--- src/rtl/spr_pkg.sv ---
package spr_pkg;
  localparam int unsigned INSTR_W = 32;
  localparam int unsigned SPRN_W  = 10;

  localparam logic [5:0]        OPC_MOVE = 6'd31;
  localparam logic [SPRN_W-1:0] XO_TO    = 10'd467;
  localparam logic [SPRN_W-1:0] XO_FROM  = 10'd339;

  localparam logic [SPRN_W-1:0] NUM_EXC  = 10'd1;
  localparam logic [SPRN_W-1:0] NUM_LNK  = 10'd8;
  localparam logic [SPRN_W-1:0] NUM_CNT  = 10'd9;
  localparam logic [SPRN_W-1:0] NUM_DECR = 10'd22;
  localparam logic [SPRN_W-1:0] NUM_TBRD = 10'd268;
  localparam logic [SPRN_W-1:0] NUM_TBLO = 10'd284;
  localparam logic [SPRN_W-1:0] NUM_TBHI = 10'd285;

  typedef enum logic [2:0] {
    SEL_NONE, SEL_EXC, SEL_LNK, SEL_CNT, SEL_DECR, SEL_TBRD, SEL_TBLO, SEL_TBHI
  } spr_sel_e;

  typedef struct packed {
    logic     is_to;
    logic     is_from;
    spr_sel_e sel;
    logic     legal;
  } spr_op_t;
endpackage

--- src/rtl/spr_decode.sv ---
module spr_decode
  import spr_pkg::*;
(
  input  logic [INSTR_W-1:0] instr,
  output spr_op_t            op
);
  logic [5:0]        primary;
  logic [SPRN_W-1:0] xo;
  logic [SPRN_W-1:0] sprn;
  spr_sel_e          sel;
  logic              to_ok;
  logic              from_ok;

  always_comb begin
    primary = instr[31:26];
    xo      = instr[10:1];
    // halves of the register field arrive swapped
    sprn    = {instr[15:11], instr[20:16]};
  end

  always_comb begin
    unique case (sprn)
      NUM_EXC:  sel = SEL_EXC;
      NUM_LNK:  sel = SEL_LNK;
      NUM_CNT:  sel = SEL_CNT;
      NUM_DECR: sel = SEL_DECR;
      NUM_TBRD: sel = SEL_TBRD;
      NUM_TBLO: sel = SEL_TBLO;
      NUM_TBHI: sel = SEL_TBHI;
      default:  sel = SEL_NONE;
    endcase
  end

  always_comb begin
    to_ok   = (sel != SEL_NONE) && (sel != SEL_TBRD);
    from_ok = (sel != SEL_NONE) && (sel != SEL_TBLO) && (sel != SEL_TBHI);
    op.is_to   = (primary == OPC_MOVE) && (xo == XO_TO);
    op.is_from = (primary == OPC_MOVE) && (xo == XO_FROM);
    op.sel     = sel;
    op.legal   = (op.is_to && to_ok) || (op.is_from && from_ok);
  end
endmodule

--- src/rtl/spr_regfile.sv ---
module spr_regfile
  import spr_pkg::*;
#(
  parameter int unsigned DW = 64,
  parameter int unsigned HW = 32
) (
  input  logic          clk,
  input  logic          rst_n,
  input  logic          wr_en,
  input  spr_sel_e      wr_sel,
  input  logic [DW-1:0] wr_data,
  input  logic          dec_en,
  output logic [DW-1:0] cnt_q,
  output logic [DW-1:0] lnk_q,
  output logic [HW-1:0] exc_q,
  output logic [HW-1:0] decr_q,
  output logic [DW-1:0] tb_q,
  output logic          cnt_zero
);
  localparam int unsigned UW = DW - HW;

  logic          wr_cnt;
  logic          dec_only;
  logic [DW-1:0] cnt_m1;

  always_comb begin
    wr_cnt   = wr_en && (wr_sel == SEL_CNT);
    dec_only = dec_en && !wr_cnt;
    cnt_m1   = cnt_q - DW'(1);
  end

  always_ff @(posedge clk) begin
    if (!rst_n) begin
      cnt_q    <= '0;
      cnt_zero <= 1'b0;
    end else if (wr_cnt) begin
      cnt_q <= wr_data;
    end else if (dec_en) begin
      cnt_q    <= cnt_m1;
      cnt_zero <= (cnt_m1[HW-1:0] == '0);
    end
  end

  always_ff @(posedge clk) begin
    if (!rst_n) begin
      lnk_q  <= '0;
      exc_q  <= '0;
      decr_q <= '0;
      tb_q   <= '0;
    end else if (wr_en) begin
      case (wr_sel)
        SEL_LNK:  lnk_q  <= wr_data;
        SEL_EXC:  exc_q  <= wr_data[HW-1:0];
        SEL_DECR: decr_q <= wr_data[HW-1:0];
        SEL_TBLO: tb_q[HW-1:0] <= wr_data[HW-1:0];
        SEL_TBHI: tb_q[DW-1:HW] <= wr_data[UW-1:0];
        default: ;
      endcase
    end
  end

  AST_CNT_DEC_FULL: assert property (@(posedge clk) disable iff (!rst_n)
    dec_only |=> cnt_q == $past(cnt_q) - DW'(1));
  AST_ZERO_LOW_HALF: assert property (@(posedge clk) disable iff (!rst_n)
    $rose(cnt_zero) |-> cnt_q[HW-1:0] == '0);
  AST_WRITE_WINS: assert property (@(posedge clk) disable iff (!rst_n)
    wr_cnt |=> cnt_q == $past(wr_data) && $stable(cnt_zero));
  AST_TB_UPPER_KEEP: assert property (@(posedge clk) disable iff (!rst_n)
    (wr_en && wr_sel == SEL_TBLO) |=> tb_q[DW-1:HW] == $past(tb_q[DW-1:HW]));
  AST_TB_LOWER_KEEP: assert property (@(posedge clk) disable iff (!rst_n)
    (wr_en && wr_sel == SEL_TBHI) |=> tb_q[HW-1:0] == $past(tb_q[HW-1:0]));
endmodule

--- src/rtl/spr_read_mux.sv ---
module spr_read_mux
  import spr_pkg::*;
#(
  parameter int unsigned DW = 64,
  parameter int unsigned HW = 32
) (
  input  spr_sel_e      sel,
  input  logic [DW-1:0] cnt_q,
  input  logic [DW-1:0] lnk_q,
  input  logic [HW-1:0] exc_q,
  input  logic [HW-1:0] decr_q,
  input  logic [DW-1:0] tb_q,
  output logic [DW-1:0] rd_data
);
  always_comb begin
    case (sel)
      SEL_CNT:  rd_data = cnt_q;
      SEL_LNK:  rd_data = lnk_q;
      SEL_EXC:  rd_data = DW'(exc_q);
      SEL_DECR: rd_data = DW'(decr_q);
      SEL_TBRD: rd_data = tb_q;
      default:  rd_data = '0;
    endcase
  end
endmodule

--- src/rtl/spr_move_unit.sv ---
module spr_move_unit
  import spr_pkg::*;
#(
  parameter int unsigned DW = 64,
  parameter int unsigned HW = 32
) (
  input  logic               clk,
  input  logic               rst_n,
  input  logic               req_valid,
  output logic               req_ready,
  input  logic [INSTR_W-1:0] req_instr,
  input  logic [DW-1:0]      req_src,
  output logic               rsp_valid,
  input  logic               rsp_ready,
  output logic [DW-1:0]      rsp_data,
  output logic               rsp_illegal,
  input  logic               ctr_dec,
  output logic               ctr_zero
);
  spr_op_t       op;
  logic          accept;
  logic          wr_en;
  logic [DW-1:0] rd_data;
  logic [DW-1:0] cnt_q;
  logic [DW-1:0] lnk_q;
  logic [HW-1:0] exc_q;
  logic [HW-1:0] decr_q;
  logic [DW-1:0] tb_q;

  spr_decode u_dec (
    .instr (req_instr),
    .op    (op)
  );

  always_comb begin
    req_ready = !rsp_valid || rsp_ready;
    accept    = req_valid && req_ready;
    wr_en     = accept && op.is_to && op.legal;
  end

  spr_regfile #(.DW(DW), .HW(HW)) u_rf (
    .clk      (clk),
    .rst_n    (rst_n),
    .wr_en    (wr_en),
    .wr_sel   (op.sel),
    .wr_data  (req_src),
    .dec_en   (ctr_dec),
    .cnt_q    (cnt_q),
    .lnk_q    (lnk_q),
    .exc_q    (exc_q),
    .decr_q   (decr_q),
    .tb_q     (tb_q),
    .cnt_zero (ctr_zero)
  );

  spr_read_mux #(.DW(DW), .HW(HW)) u_mux (
    .sel     (op.sel),
    .cnt_q   (cnt_q),
    .lnk_q   (lnk_q),
    .exc_q   (exc_q),
    .decr_q  (decr_q),
    .tb_q    (tb_q),
    .rd_data (rd_data)
  );

  always_ff @(posedge clk) begin
    if (!rst_n) begin
      rsp_valid   <= 1'b0;
      rsp_data    <= '0;
      rsp_illegal <= 1'b0;
    end else if (accept) begin
      rsp_valid   <= 1'b1;
      rsp_data    <= (op.is_from && op.legal) ? rd_data : '0;
      rsp_illegal <= !op.legal;
    end else if (rsp_ready) begin
      rsp_valid <= 1'b0;
    end
  end

  AST_RSP_HOLD: assert property (@(posedge clk) disable iff (!rst_n)
    (rsp_valid && !rsp_ready) |=> rsp_valid && $stable(rsp_data) && $stable(rsp_illegal));
  AST_ILLEGAL_NO_DATA: assert property (@(posedge clk) disable iff (!rst_n)
    (rsp_valid && rsp_illegal) |-> rsp_data == '0);
  AST_NO_ACCEPT_STALLED: assert property (@(posedge clk) disable iff (!rst_n)
    (rsp_valid && !rsp_ready) |-> !req_ready);
endmodule

--- config.mk ---
export PLATFORM = sky130hd
export DESIGN_NAME = spr_move_unit
export DESIGN_NICKNAME = d
export VERILOG_FILES = /design/src/rtl/spr_pkg.sv /design/src/rtl/spr_decode.sv /design/src/rtl/spr_regfile.sv /design/src/rtl/spr_read_mux.sv /design/src/rtl/spr_move_unit.sv
export SDC_FILE = /design/constraint.sdc
export NUM_CORES = 1
export LEC_CHECK = 0
export ABC_CLOCK_PERIOD_IN_PS = 7400
export CORE_MARGIN = 2
export CORE_UTILIZATION = 58
export DETAILED_ROUTE_END_ITERATION = 7
export GPL_TIMING_DRIVEN = 1
export PLACE_DENSITY = 0.82
export SETUP_SLACK_MARGIN = 0.1
export SLEW_MARGIN = 20
export SYNTH_ARGS = -nofsm -noshare
export SYNTH_HDL_FRONTEND = slang
export SYNTH_HIERARCHICAL = 1
export SYNTH_SLANG_ARGS = --single-unit
--- constraint.sdc ---
create_clock -name clk -period 7.4 [get_ports clk]
set_input_delay 1.11 -clock clk [delete_from_list [all_inputs] [get_ports clk]]
set_output_delay 1.11 -clock clk [all_outputs]
set_load 0.02 [all_outputs]
==> flow_summary.yaml <==
clock_tree:
  cts.clk_slew.worst_paths_ns: 0.06
  post-cts-setup-buffers: 0
  cts_made_buffers: 36
  cts.sinks: 323
  clockBufferDepth: 3
  ctsHtreeMaxLevel: 2
  insertion_delay_ns: 0.53
  postCtsHoldBufs: 0
  cts_tree: "yes"
  root_buffer: "clkbuf_16"
  ctsResizeCount: 0
min_path:
  hp-class: "reg2reg"
timing:
  tns_ns: 0
  relSlewSlack: 0.277
  setup_viol: 0
  finalHoldViolCount: 0
  rsz0062_at_grt: "no"
  max_freq_ghz: 0.199
  slew_violations: 0
  min_period_ns: 5.04
  fin_worst_skew_ns: 0.0195
  worst_pin_slew_ns: 1.08
  whs_ns: 0.454
  timing.final.crit_share: 0.681
drt:
  top_layer: "met4"
  drt-pass1-iter-count: 5
  drc: 0
  vias: 14500
  wl_met3_mm: 4.06
  drt_iter0_drc: 1806
  routed_wl_mm: 47.1
  vias_per_cell: 6.30
  avgRoutedWirePerCell_um: 20.4
  drt-met1-wl_mm: 18.8
  ant_nets: 0
  routed-wl-met2_mm: 22.4
power_and_ir_drop:
  leakagePower_nw: 5.56
  ir_worst_vdd_mv: 0.210
  p_per_area_nw_per_um2: 263
worst_setup_path:
  path_max_fanout: 67
  cp.arrival_ns: 5.47
  endpoint_kind: "flop"
  critPathKind: "in2reg"
  startpoint_type: "input pin"
  critPathRequiredTime_ns: 7.84
logic_synthesis:
  yosysWarningCount: 6
  ys_seq_area_frac: 0.420
  netlist_area_um2: 15400
  syn_area_per_cell_um2: 8.21
  yosys.cell_types.count: 70
  async_flop_share: 0
  synth-main-ff-cell: "dfxtp_1"
  synth_edf_count: 0
  syn_nets: 1978
  syn-instance-count: 1875
  ys_ff_latch: 323
placed_design:
  dp_hpwl_mm: 30.7
  place.port_buffers: 162
  gp_congestion: 0.917
die:
  die_y_um: 167
  rows: 59
  initial_utilization: 0.591
  dieArea_um2: 27900
  core_area_um2: 26100
  fp.dieW_um: 167
  ios: 169
global_routing:
  grt_max_degree: 83
  grt_overflow: 0
  grt_pass1_wl_mm: 73.9
  grt_usage: 0.326
  antenna_found_initial: 0
  grt_pass1_vias: 13600
flow_run:
  drv_cap: 0
final_layout:
  fill_cells: 2032
  n_antenna_cell: 0
  register_area_um2: 6470
  area_growth_syn_to_layout_pct: 17.6
  drive_above_1_share: 0.0857
  nets: 2049
  multiInputGateArea_um2: 8220
run_status:
  outcome: "finished, final reports clean"
-- cell families after synthesis --
kind of cell | share of synthesized area
buf+inv | 0.0509
flops | 0.420
compound gates | 0.212
xor+xnor | 0.0392
fa+ha+maj | 0.00162
mux | 0.0436
simple gates | 0.232
-- cell usage after synthesis (3+ instances only) --
cell type  instances  area [um2]
o22ai_2           40         500
nand4_1           21         131
o31ai_1            3        22.5
buf_2             24         120
a21oi_1          226        1130
nor4_4             4        85.1
o21a_1             3        22.5
nor4_2             7        87.6
nand4b_1           5        43.8
nor3_2             4        40.0
inv_2              3        11.3
a221o_1           31         310
dfxtp_1          323        6470
nand2_1          480        1800
o2bb2ai_1         63         552
nor3_1            23         115
or3_1             16         100
or4_1              8        60.1
nand3b_1           6        45.0
xnor2_1           28         245
and3_1             6        37.5
nor4b_1            3        26.3
nand2b_1           8        50.1
buf_1              4        15.0
buf_6             14         158
a311oi_1           3        26.3
xor2_1            41         359
mux2i_1           66         661
a211oi_1          30         225
clkbuf_1         103         387
nand3_1           81         405
nor2b_1            3        18.8
inv_1              9        33.8
nor4_1            10        62.6
nor2_1            70         263
o22ai_1           25         156
or4_4              3        33.8
o21ai_0           33         165
buf_4              8        60.1
-- metal layers --
metal / track usage / vias to the layer above
met2: 0.529 / 742
met1: 0.433 / 6919
met5: 0 / -
li1: - / 6758
met4: 0.138 / 0
met3: 0.0530 / 130
-- path summary, 6_finish.rpt --
kind | startpoint | slack [ns] | depth (start not counted) | endpoint
setup / recovery | req_instr[20] | 2.36 | 13 | u_rf/cnt_zero
hold / removal | u_rf/lnk_q[48] | 0.45 | 2 | u_rf/lnk_q[48]
setup reg to reg | rsp_valid | 4.17 | 11 | u_rf/cnt_zero
hold reg to reg | u_rf/lnk_q[48] | 0.45 | 2 | u_rf/lnk_q[48]
-- registers in the layout, indices dropped and copies added, names as in the netlist --
name	cells
rsp_illegal	1
u_rf/decr_q	32
u_rf/exc_q	32
u_rf/cnt_zero	1
u_rf/tb_q	64
rsp_data	64
u_rf/cnt_q	64
u_rf/lnk_q	64
rsp_valid	1
-- final cells by class --
cell class	instances	area share
multi-input combinational	1387	0.454
sequential	323	0.357
timing repair buffer	186	0.0991
clock buffer	53	0.0583
tap	335	0.0231
clock inverter	12	0.00608
inverter	12	0.00276
-- power breakdown --
group          internal [mW]  switching (mW)
sequential              1.81           0.134
clock                   1.03           0.725
combinational          0.389           0.663
-- cell usage in the layout, fill, tap and decap left out, types with 40 or more instances in the layout --
cell type        synthesis  routed
nand3_1                 81      80
dfxtp_1                323     323
clkdlybuf4s50_1          0     160
mux2i_1                 66      66
nor2_1                  70      65
nand2_1                480     479
xor2_1                  41      41
o22ai_2                 40      40
a21oi_1                226     226
o2bb2ai_1               63      63
-- metrics by stage --
| stage | util | cell area (um2) | worst slack [ns] | std cells | total power [mW] |
|---|---|---|---|---|---|
| floorplan | - | 15400 | 3.73 | 1875 | 2.69 |
| global placement | 0.650 | 16900 | 2.01 | 2243 | 2.97 |
| detailed placement | 0.650 | 16900 | 1.88 | 2243 | 2.99 |
| CTS | 0.695 | 18100 | 2.39 | 2308 | 4.74 |
| global route | 0.695 | 18100 | 2.00 | 2308 | 4.93 |
| finish | 0.695 | 18100 | 2.36 | 2308 | 4.76 |
-- critical path: stages --
cell and delay (ns):
clkdlybuf4s50_1 0.52, nor3_1 0.37, a21oi_1 0.12, a2111oi_4 0.75, a221oi_2 0.23, and3_1 0.29, nand4b_1 0.14, buf_4 0.54
nand2_1 0.21, a2111oi_0 0.34, nand3_1 0.11, or4_1 0.53, o31ai_1 0.19
(Power assumes the default switching activity.)
